===== src/rtl/mul16_pkg.sv =====
package mul16_pkg;

    parameter int unsigned HALF = 8;
    localparam int unsigned OPW  = 2 * HALF;
    localparam int unsigned PW   = 2 * HALF;
    localparam int unsigned RW   = 2 * OPW;
    localparam int unsigned NPOS = 4;
    localparam int unsigned NSTG = 4;

    typedef enum logic [1:0] {
        TRUNC_NONE,
        TRUNC_LVL1,
        TRUNC_LVL2
    } trunc_e;

    typedef enum logic [1:0] {
        CFG_EXACT,
        CFG_APX1,
        CFG_APX2
    } cfg_e;

    typedef enum logic [1:0] {
        POS_HH,
        POS_HL,
        POS_LH,
        POS_LL
    } pos_e;

    typedef struct packed {
        logic [HALF-1:0] a_hi;
        logic [HALF-1:0] a_lo;
        logic [HALF-1:0] b_hi;
        logic [HALF-1:0] b_lo;
    } op_s;

    function automatic trunc_e pick_trunc(cfg_e cfg, pos_e pos);
        trunc_e t;
        if (pos == POS_HH || cfg == CFG_EXACT) begin
            t = TRUNC_NONE;
        end else if (cfg == CFG_APX2 && pos == POS_LL) begin
            t = TRUNC_LVL2;
        end else begin
            t = TRUNC_LVL1;
        end
        return t;
    endfunction

    function automatic int unsigned drop_of(cfg_e cfg, pos_e pos,
                                            int unsigned k1, int unsigned k2);
        trunc_e t;
        int unsigned d;
        t = pick_trunc(cfg, pos);
        case (t)
            TRUNC_LVL1: d = k1;
            TRUNC_LVL2: d = k2;
            default:    d = 0;
        endcase
        return d;
    endfunction

    function automatic int unsigned pos_shift(pos_e pos);
        int unsigned s;
        case (pos)
            POS_HH:  s = 2 * HALF;
            POS_HL:  s = HALF;
            POS_LH:  s = HALF;
            default: s = 0;
        endcase
        return s;
    endfunction

    function automatic longint unsigned col_bound(int unsigned w, int unsigned k);
        longint unsigned acc;
        longint unsigned cnt;
        acc = 0;
        for (int unsigned c = 0; c < k; c++) begin
            cnt = (c < w) ? longint'(c + 1) : longint'(2 * w - 1 - c);
            acc += cnt << c;
        end
        return acc;
    endfunction

    function automatic longint unsigned total_bound(cfg_e cfg, int unsigned k1,
                                                    int unsigned k2);
        longint unsigned acc;
        acc = 0;
        for (int unsigned q = 0; q < NPOS; q++) begin
            acc += col_bound(HALF, drop_of(cfg, pos_e'(q), k1, k2))
                   << pos_shift(pos_e'(q));
        end
        return acc;
    endfunction

endpackage


===== src/rtl/pp_matrix.sv =====
module pp_matrix
    import mul16_pkg::*;
#(
    parameter int unsigned W    = HALF,
    parameter int unsigned DROP = 0
) (
    input  logic [W-1:0]            x,
    input  logic [W-1:0]            y,
    output logic [W-1:0][2*W-1:0]   rows
);

    always_comb begin
        rows = '0;
        for (int unsigned j = 0; j < W; j++) begin
            for (int unsigned i = 0; i < W; i++) begin
                if (i + j >= DROP) begin
                    rows[j][i+j] = x[i] & y[j];
                end
            end
        end
    end

endmodule


===== src/rtl/csa_chain.sv =====
module csa_chain
    import mul16_pkg::*;
#(
    parameter int unsigned W = HALF
) (
    input  logic [W-1:0][2*W-1:0] rows,
    output logic [2*W-1:0]        sum_v,
    output logic [2*W-1:0]        cry_v
);

    always_comb begin
        logic [2*W-1:0] s_t;
        logic [2*W-1:0] c_t;
        logic [2*W-1:0] z_t;
        s_t = rows[0];
        c_t = rows[1];
        for (int unsigned j = 2; j < W; j++) begin
            z_t = rows[j];
            {s_t, c_t} = {s_t ^ c_t ^ z_t,
                          ((s_t & c_t) | (s_t & z_t) | (c_t & z_t)) << 1};
        end
        sum_v = s_t;
        cry_v = c_t;
    end

endmodule


===== src/rtl/byte_mult.sv =====
module byte_mult
    import mul16_pkg::*;
#(
    parameter int unsigned W    = HALF,
    parameter int unsigned DROP = 0
) (
    input  logic             clk,
    input  logic             rst,
    input  logic [W-1:0]     x,
    input  logic [W-1:0]     y,
    output logic [2*W-1:0]   prod
);

    localparam int unsigned UPW = 2 * W;

    logic [W-1:0][UPW-1:0] rows;
    logic [UPW-1:0]        sum_c;
    logic [UPW-1:0]        cry_c;
    logic [UPW-1:0]        sum_q;
    logic [UPW-1:0]        cry_q;
    logic [UPW-1:0]        prod_q;

    pp_matrix #(.W(W), .DROP(DROP)) u_pp (
        .x    (x),
        .y    (y),
        .rows (rows)
    );

    csa_chain #(.W(W)) u_csa (
        .rows  (rows),
        .sum_v (sum_c),
        .cry_v (cry_c)
    );

    always_ff @(posedge clk) begin
        if (rst) begin
            sum_q  <= '0;
            cry_q  <= '0;
            prod_q <= '0;
        end else begin
            sum_q  <= sum_c;
            cry_q  <= cry_c;
            prod_q <= sum_q + cry_q;
        end
    end

    assign prod = prod_q;

endmodule


===== src/rtl/split_mul16.sv =====
module split_mul16
    import mul16_pkg::*;
#(
    parameter cfg_e        CFG = CFG_EXACT,
    parameter int unsigned K1  = 4,
    parameter int unsigned K2  = 6
) (
    input  logic           clk,
    input  logic           rst,
    input  logic           in_valid,
    input  logic [OPW-1:0] a,
    input  logic [OPW-1:0] b,
    output logic           out_valid,
    output logic [RW-1:0]  p
);

    op_s                      op_q;
    logic [NSTG-1:0]          vld_sr;
    logic [NPOS-1:0][PW-1:0]  prods;
    logic [RW-1:0]            sum_c;
    logic [RW-1:0]            p_q;

    always_ff @(posedge clk) begin
        if (rst) begin
            op_q   <= '0;
            vld_sr <= '0;
        end else begin
            op_q   <= '{a_hi: a[OPW-1:HALF], a_lo: a[HALF-1:0],
                        b_hi: b[OPW-1:HALF], b_lo: b[HALF-1:0]};
            vld_sr <= {vld_sr[NSTG-2:0], in_valid};
        end
    end

    for (genvar gq = 0; gq < NPOS; gq++) begin : g_unit
        localparam pos_e        P     = pos_e'(gq);
        localparam int unsigned DEPTH = drop_of(CFG, P, K1, K2);
        logic [HALF-1:0] xs;
        logic [HALF-1:0] ys;
        assign xs = (P == POS_HH || P == POS_HL) ? op_q.a_hi : op_q.a_lo;
        assign ys = (P == POS_HH || P == POS_LH) ? op_q.b_hi : op_q.b_lo;
        byte_mult #(.W(HALF), .DROP(DEPTH)) u_bm (
            .clk  (clk),
            .rst  (rst),
            .x    (xs),
            .y    (ys),
            .prod (prods[gq])
        );
    end

    always_comb begin
        sum_c = '0;
        for (int unsigned q = 0; q < NPOS; q++) begin
            sum_c += {{(RW-PW){1'b0}}, prods[q]} << pos_shift(pos_e'(q));
        end
    end

    always_ff @(posedge clk) begin
        if (rst) begin
            p_q <= '0;
        end else begin
            p_q <= sum_c;
        end
    end

    assign p         = p_q;
    assign out_valid = vld_sr[NSTG-1];

endmodule


===== config.mk =====
export PLATFORM = sky130hd
export DESIGN_NAME = split_mul16
export DESIGN_NICKNAME = d
export VERILOG_FILES = /design/src/rtl/mul16_pkg.sv /design/src/rtl/pp_matrix.sv /design/src/rtl/csa_chain.sv /design/src/rtl/byte_mult.sv /design/src/rtl/split_mul16.sv
export SDC_FILE = /design/constraint.sdc
export NUM_CORES = 1
export LEC_CHECK = 0
export BUFFER_PORTS_ARGS = -buffer_cell sky130_fd_sc_hd__buf_2
export CAP_MARGIN = 20
export CORE_MARGIN = 10
export CORE_UTILIZATION = 60
export CTS_CLUSTER_DIAMETER = 150
export DETAILED_ROUTE_END_ITERATION = 10
export PLACE_DENSITY = 0.87
export SYNTH_ARGS = -nofsm -noshare
export SYNTH_HDL_FRONTEND = slang
export SYNTH_HIERARCHICAL = 1
export SYNTH_SLANG_ARGS = --single-unit

===== constraint.sdc =====
create_clock -name clk -period 11 [get_ports clk]
set_input_delay 0.55 -clock clk [delete_from_list [all_inputs] [get_ports clk]]
set_output_delay 0.55 -clock clk [all_outputs]
set_load 0.03 [all_outputs]

# == After elaboration in Yosys (flattened, before gate mapping) ==
# Index checks and enable logic that the tools add are counted.
# word_totals
reg_bits,260
out_inout_bits,33
# classes
n_bitwise,424
n_addsub,7
# op_table
operator,count
$or 15x15->15,36
$and 15x15->15,24
$and 1x1->1,256
$xor 16x16->16,12
$and 15x11->15,8
$and 15x12->15,8
$and 15x13->15,8
$and 15x14->15,8
$add 16x16->16,4
$add 32x24->32,2
$xor 11x16->16,4
$xor 16x12->16,4
$xor 16x13->16,4
$xor 16x14->16,4
$xor 16x15->16,4
$or 15x11->15,4
$and 11x11->11,4
$xor 10x11->11,4
$xor 11x11->11,4
$and 8x10->10,4
$and 9x10->10,4
$or 10x10->10,4
$or 9x10->10,4
$xor 9x10->10,4
3 further kinds,9

# == Logic depth before layout (Yosys ltp) ==
# logic_depth
word_depth,19
depth_mapped,12
ltp_nobuf,12

# == By module ==
# The synthesis kept the hierarchy.
# by_module_without_submodules
module,area_each_um2,n_inst,cells_each,seq_area_each_um2
byte_mult,1960.6,4,186,960.9
csa_chain,1944.4,4,114,0.0
pp_matrix,884.6,4,129,0.0
split_mul16,3149.3,1,308,1361.3

# == Worst setup path after synthesis ==
# Ideal clock, no wire load.
# synth_timing
kind,flip-flop to flip-flop
from,register op_q (netlist bit g_unit[0].ys[1])
to,register g_unit[0].u_bm.sum_q[7]
path_stages_with_launch,9
arrival_time_ns,3.614
setup_ns,0.128
path_buffers,0
path_slack_ns,7.258
cell_sequence,dfxtp_1 and2_1 fa_1 fa_1 fa_1 fa_1 fa_1 fa_1 nor2b_1
# synth_rtl
element,line_no,source
from (decl),split_mul16.sv:17,op_s op_q;
from (signal assigned),split_mul16.sv:28,"op_q <= '{a_hi: a[OPW-1:HALF], a_lo: a[HALF-1:0],"
to (signal assigned),byte_mult.sv:41,sum_q <= sum_c;
to (decl),byte_mult.sv:19,logic [UPW-1:0] sum_q;

==> metrics.cfg <==
[critical_path]
r2r_setup_slack_ns=6.92
required_ns=11.40
path_max_fanout=16
cp-end-kind=register
crit_slowest_cell=dfxtp_1
arrival_ns=4.48
worst_setup_path_start_kind=register
path_class=reg2reg
r2r-start=g_unit[0].ys[1]$_SDFF_PP0_
r2r.worst_path.cells=8
r2r-end=g_unit[0].u_bm/sum_q[7]$_SDFF_PP0_
crit_chain=and2_1 -> fa_1 -> fa_1 -> fa_1 -> fa_1 -> fa_1 -> fa_1 -> nor2b_1
cp_common_cell=fa_1
cpPeakStageDelay_ns=0.62

[logic_synthesis]
ys_seq_area_share_pct=23.33
synth_seq_cells=260
async_flop_share_pct=0
netlist_instances=2024
synthXorXnorAreaFrac_pct=4.313
synth_edf_count=0
synth_mux_area_share_pct=0.8862
synth_cell_type_count=61
synthSimpleGateAreaFrac_pct=16.76
synth_compound_area_share_pct=6.506
synth_flop_cell=dfxtp_1
synthAdderAreaFrac_pct=37.78
synth_top_family_by_area=adder cells
syn_area_mm2=0.02231
synth.avg_cell_area_um2=11.02
ys_warn_count=6

[final_layout]
stdcell_count=2578
syn_to_final_growth_pct=3.820
final_util_pct=63.26
layout_commonest_cell=fa_1
post_route_cells_drive_above_1_share_pct=7.302
nets=2579
n_fill_cell=2852
mostFrequentLayoutCells=fa_1, and2_1, dfxtp_1, conb_1, nor2b_1

[power_and_ir_drop]
power_density_mw_per_mm2=182.1
leakage_nw=11.15
irDropWorstVdd_mv=0.1138

[clock_tree]
clk_pin_slew_worst_paths_ns=0.06
htree_levels=1
root_buffer=clkbuf_16
cts_buffers=29
post_cts_resized=0
cts_hold_buf=0
cts_sinks=260
cts_tree=done
postCtsSetupBuffers=0
clock_latency_ns=0.54
cts_max_path_buffers=3

[timing]
post-route-period-util_pct=37.11
tns_ns=0
slew_violations=0
slew_headroom_pct=37.08
rsz0062_at_grt=no
hold_viol=0
fmax_ghz=0.2450
setup_viol=0
fin_ws_ns=6.918
finClkSkew_ns=0.009298
tightest_slew_ns=0.9439
timing.hold.ws_ns=0.2125
period_needed_ns=4.082

[placed_design]
dpl.cell_count=2524
dp_slack_ns=6.889
numPortBuffers=67
hpwlAfterDp_um=30540
finalWeightedCongestion=0.8963

[die]
die_h_um=212.8
initial_core_util_pct=60.93
core-area_mm2=0.03661
ios=68
rows=70
die-area_mm2=0.04529
die_w_um=212.8

[drt]
drt_wl_total_um=40310
drc=0
viasPerCell=5.091
ant_nets=0
drt_iter0_drc=650
wl_per_cell_um=15.64
dr.pass1.iters=5
dr_total_vias=13130

[hold_path]
holdPathStages=2
min_path_type=in2reg
whs_endpoint=g_unit[0].ys[4]$_SDFF_PP0_
worstHoldStart=b[12]

[global_route]
grt_usage_pct=18.58
grt_pass1_wl_um=69230
grt_max_degree=126
grt_pass1_vias=14580
grt_overflow_total=0
antenna_found_initial=1

[run_status]
status=finished clean

[run]
maxCapViolCount=0

## cells by family (layout without fill, tap and decap cells)
family	after synthesis	count (layout)
other	8	261
AO/OA/AOI/OAI	195	195
flip-flops	260	260
AND/OR/NAND/NOR	646	646
multiplexers	16	16
adder cells (fa/ha/maj)	457	457
XOR/XNOR	91	91
buffers and inverters	351	184
## report_power, final
part           internal [mW]  total, mW  switching, mW
combinational          0.873       1.90           1.02
sequential              1.18       1.30          0.126
clock                  0.622       1.02          0.395
## flip-flops by register name, indices dropped and copies added, names as in the netlist
signal / flops
g_unit.u_bm/cry_q: 64
g_unit.u_bm/prod: 64
g_unit.u_bm/sum_q: 64
g_unit.xs: 16
g_unit.ys: 16
p: 32
vld_sr: 4
## routing by layer
layer	vias up	wire, µm	GRT usage (%)
li1	6111	-	-
met1	6644	16830	23.06
met2	291	20450	32.88
met3	79	1962	2.742
met4	0	1072	5.416
met5	-	0	0
## stage by stage
step	total power, mW	cell area, µm²
final	4.217	23160
after CTS	4.174	23160
after floorplan	2.811	23250
after global placement	3.041	22140
after global routing	4.569	23160
after detailed placement	3.124	22140
## how the worst max path moves through the flow
| stage | start | slack (ns) | to |
|---|---|---|---|
| finish | g_unit[0].ys[1]$_SDFF_PP0_ | 6.92 | g_unit[0].u_bm/sum_q[7]$_SDFF_PP0_ |
| global route | g_unit[0].xs[6]$_SDFF_PP0_ | 6.73 | g_unit[0].u_bm/sum_q[7]$_SDFF_PP0_ |
| CTS | g_unit[0].ys[1]$_SDFF_PP0_ | 6.90 | g_unit[0].u_bm/sum_q[7]$_SDFF_PP0_ |
| detailed placement | g_unit[0].ys[1]$_SDFF_PP0_ | 6.89 | g_unit[0].u_bm/sum_q[7]$_SDFF_PP0_ |
| global placement | g_unit[0].ys[1]$_SDFF_PP0_ | 7.00 | g_unit[0].u_bm/sum_q[7]$_SDFF_PP0_ |
| floorplan | g_unit[0].ys[1]$_SDFF_PP0_ | 7.26 | g_unit[0].u_bm/sum_q[7]$_SDFF_PP0_ |
## worst max-delay path: cells and delay by family (launching register included)
| family | cells | cell delay [ns] |
|---|---|---|
| flops | 1 | 0.62 |
| simple gates | 2 | 0.36 |
| fa+ha+maj | 6 | 2.94 |
## layout make-up
class | count | area [µm²] | area share (%)
Antenna cell | 1 | 2.502 | 0.01080
Clock buffer | 38 | 829.5 | 3.582
Sequential cell | 260 | 5205 | 22.47
Tap cell | 468 | 585.6 | 2.528
Multi-Input combinational cell | 1665 | 15750 | 68.02
Clock inverter | 15 | 191.4 | 0.8266
Inverter | 62 | 232.7 | 1.005
Timing Repair Buffer | 69 | 359.1 | 1.551
## synthesized netlist by cell type, types with 2 or more instances
cell type    n  area, µm²
a221oi_2     4      60.06
ha_1        96       1201
buf_4      260       1952
o21a_1       6      45.04
o2bb2ai_1    4      35.03
xnor2_1     45      394.1
o21ba_2      4      40.04
a221o_1      8      80.08
o211ai_1     8      60.06
nor3b_1      2      15.01
dfxtp_1    260       5205
o21ai_0     13      65.06
a211oi_1     6      45.04
nand2b_1    14      87.58
a31oi_1      6      37.54
and3_1       9      56.30
a211oi_2     8      100.1
nor2_1      86      322.8
o31ai_1      5      37.54
nand3_1     10      50.05
o21bai_1     4      30.03
xor2_1      34      297.8
a21oi_1     44      220.2
a31o_1       4      35.03
conb_1       8      30.03
nor2b_1    201       1257
nand4_1      7      43.79
and4_1       4      35.03
a41oi_1      5      43.79
mux2_4       5      75.07
and2_1     262       1639
clkbuf_1    28      105.1
xnor3_1     12      270.3
nor3_1       8      40.04
a31oi_2      2      25.02
mux2_2       2      22.52
nand2_1     36      135.1
fa_1       361       7227
a21o_1      34      255.2
o21ai_1     14      70.07
a211o_1      4      35.03
inv_1       62      232.7
a32oi_1      4      35.03
mux2_1       8      90.09
No activity file was read; power rests on OpenSTA's default activity.
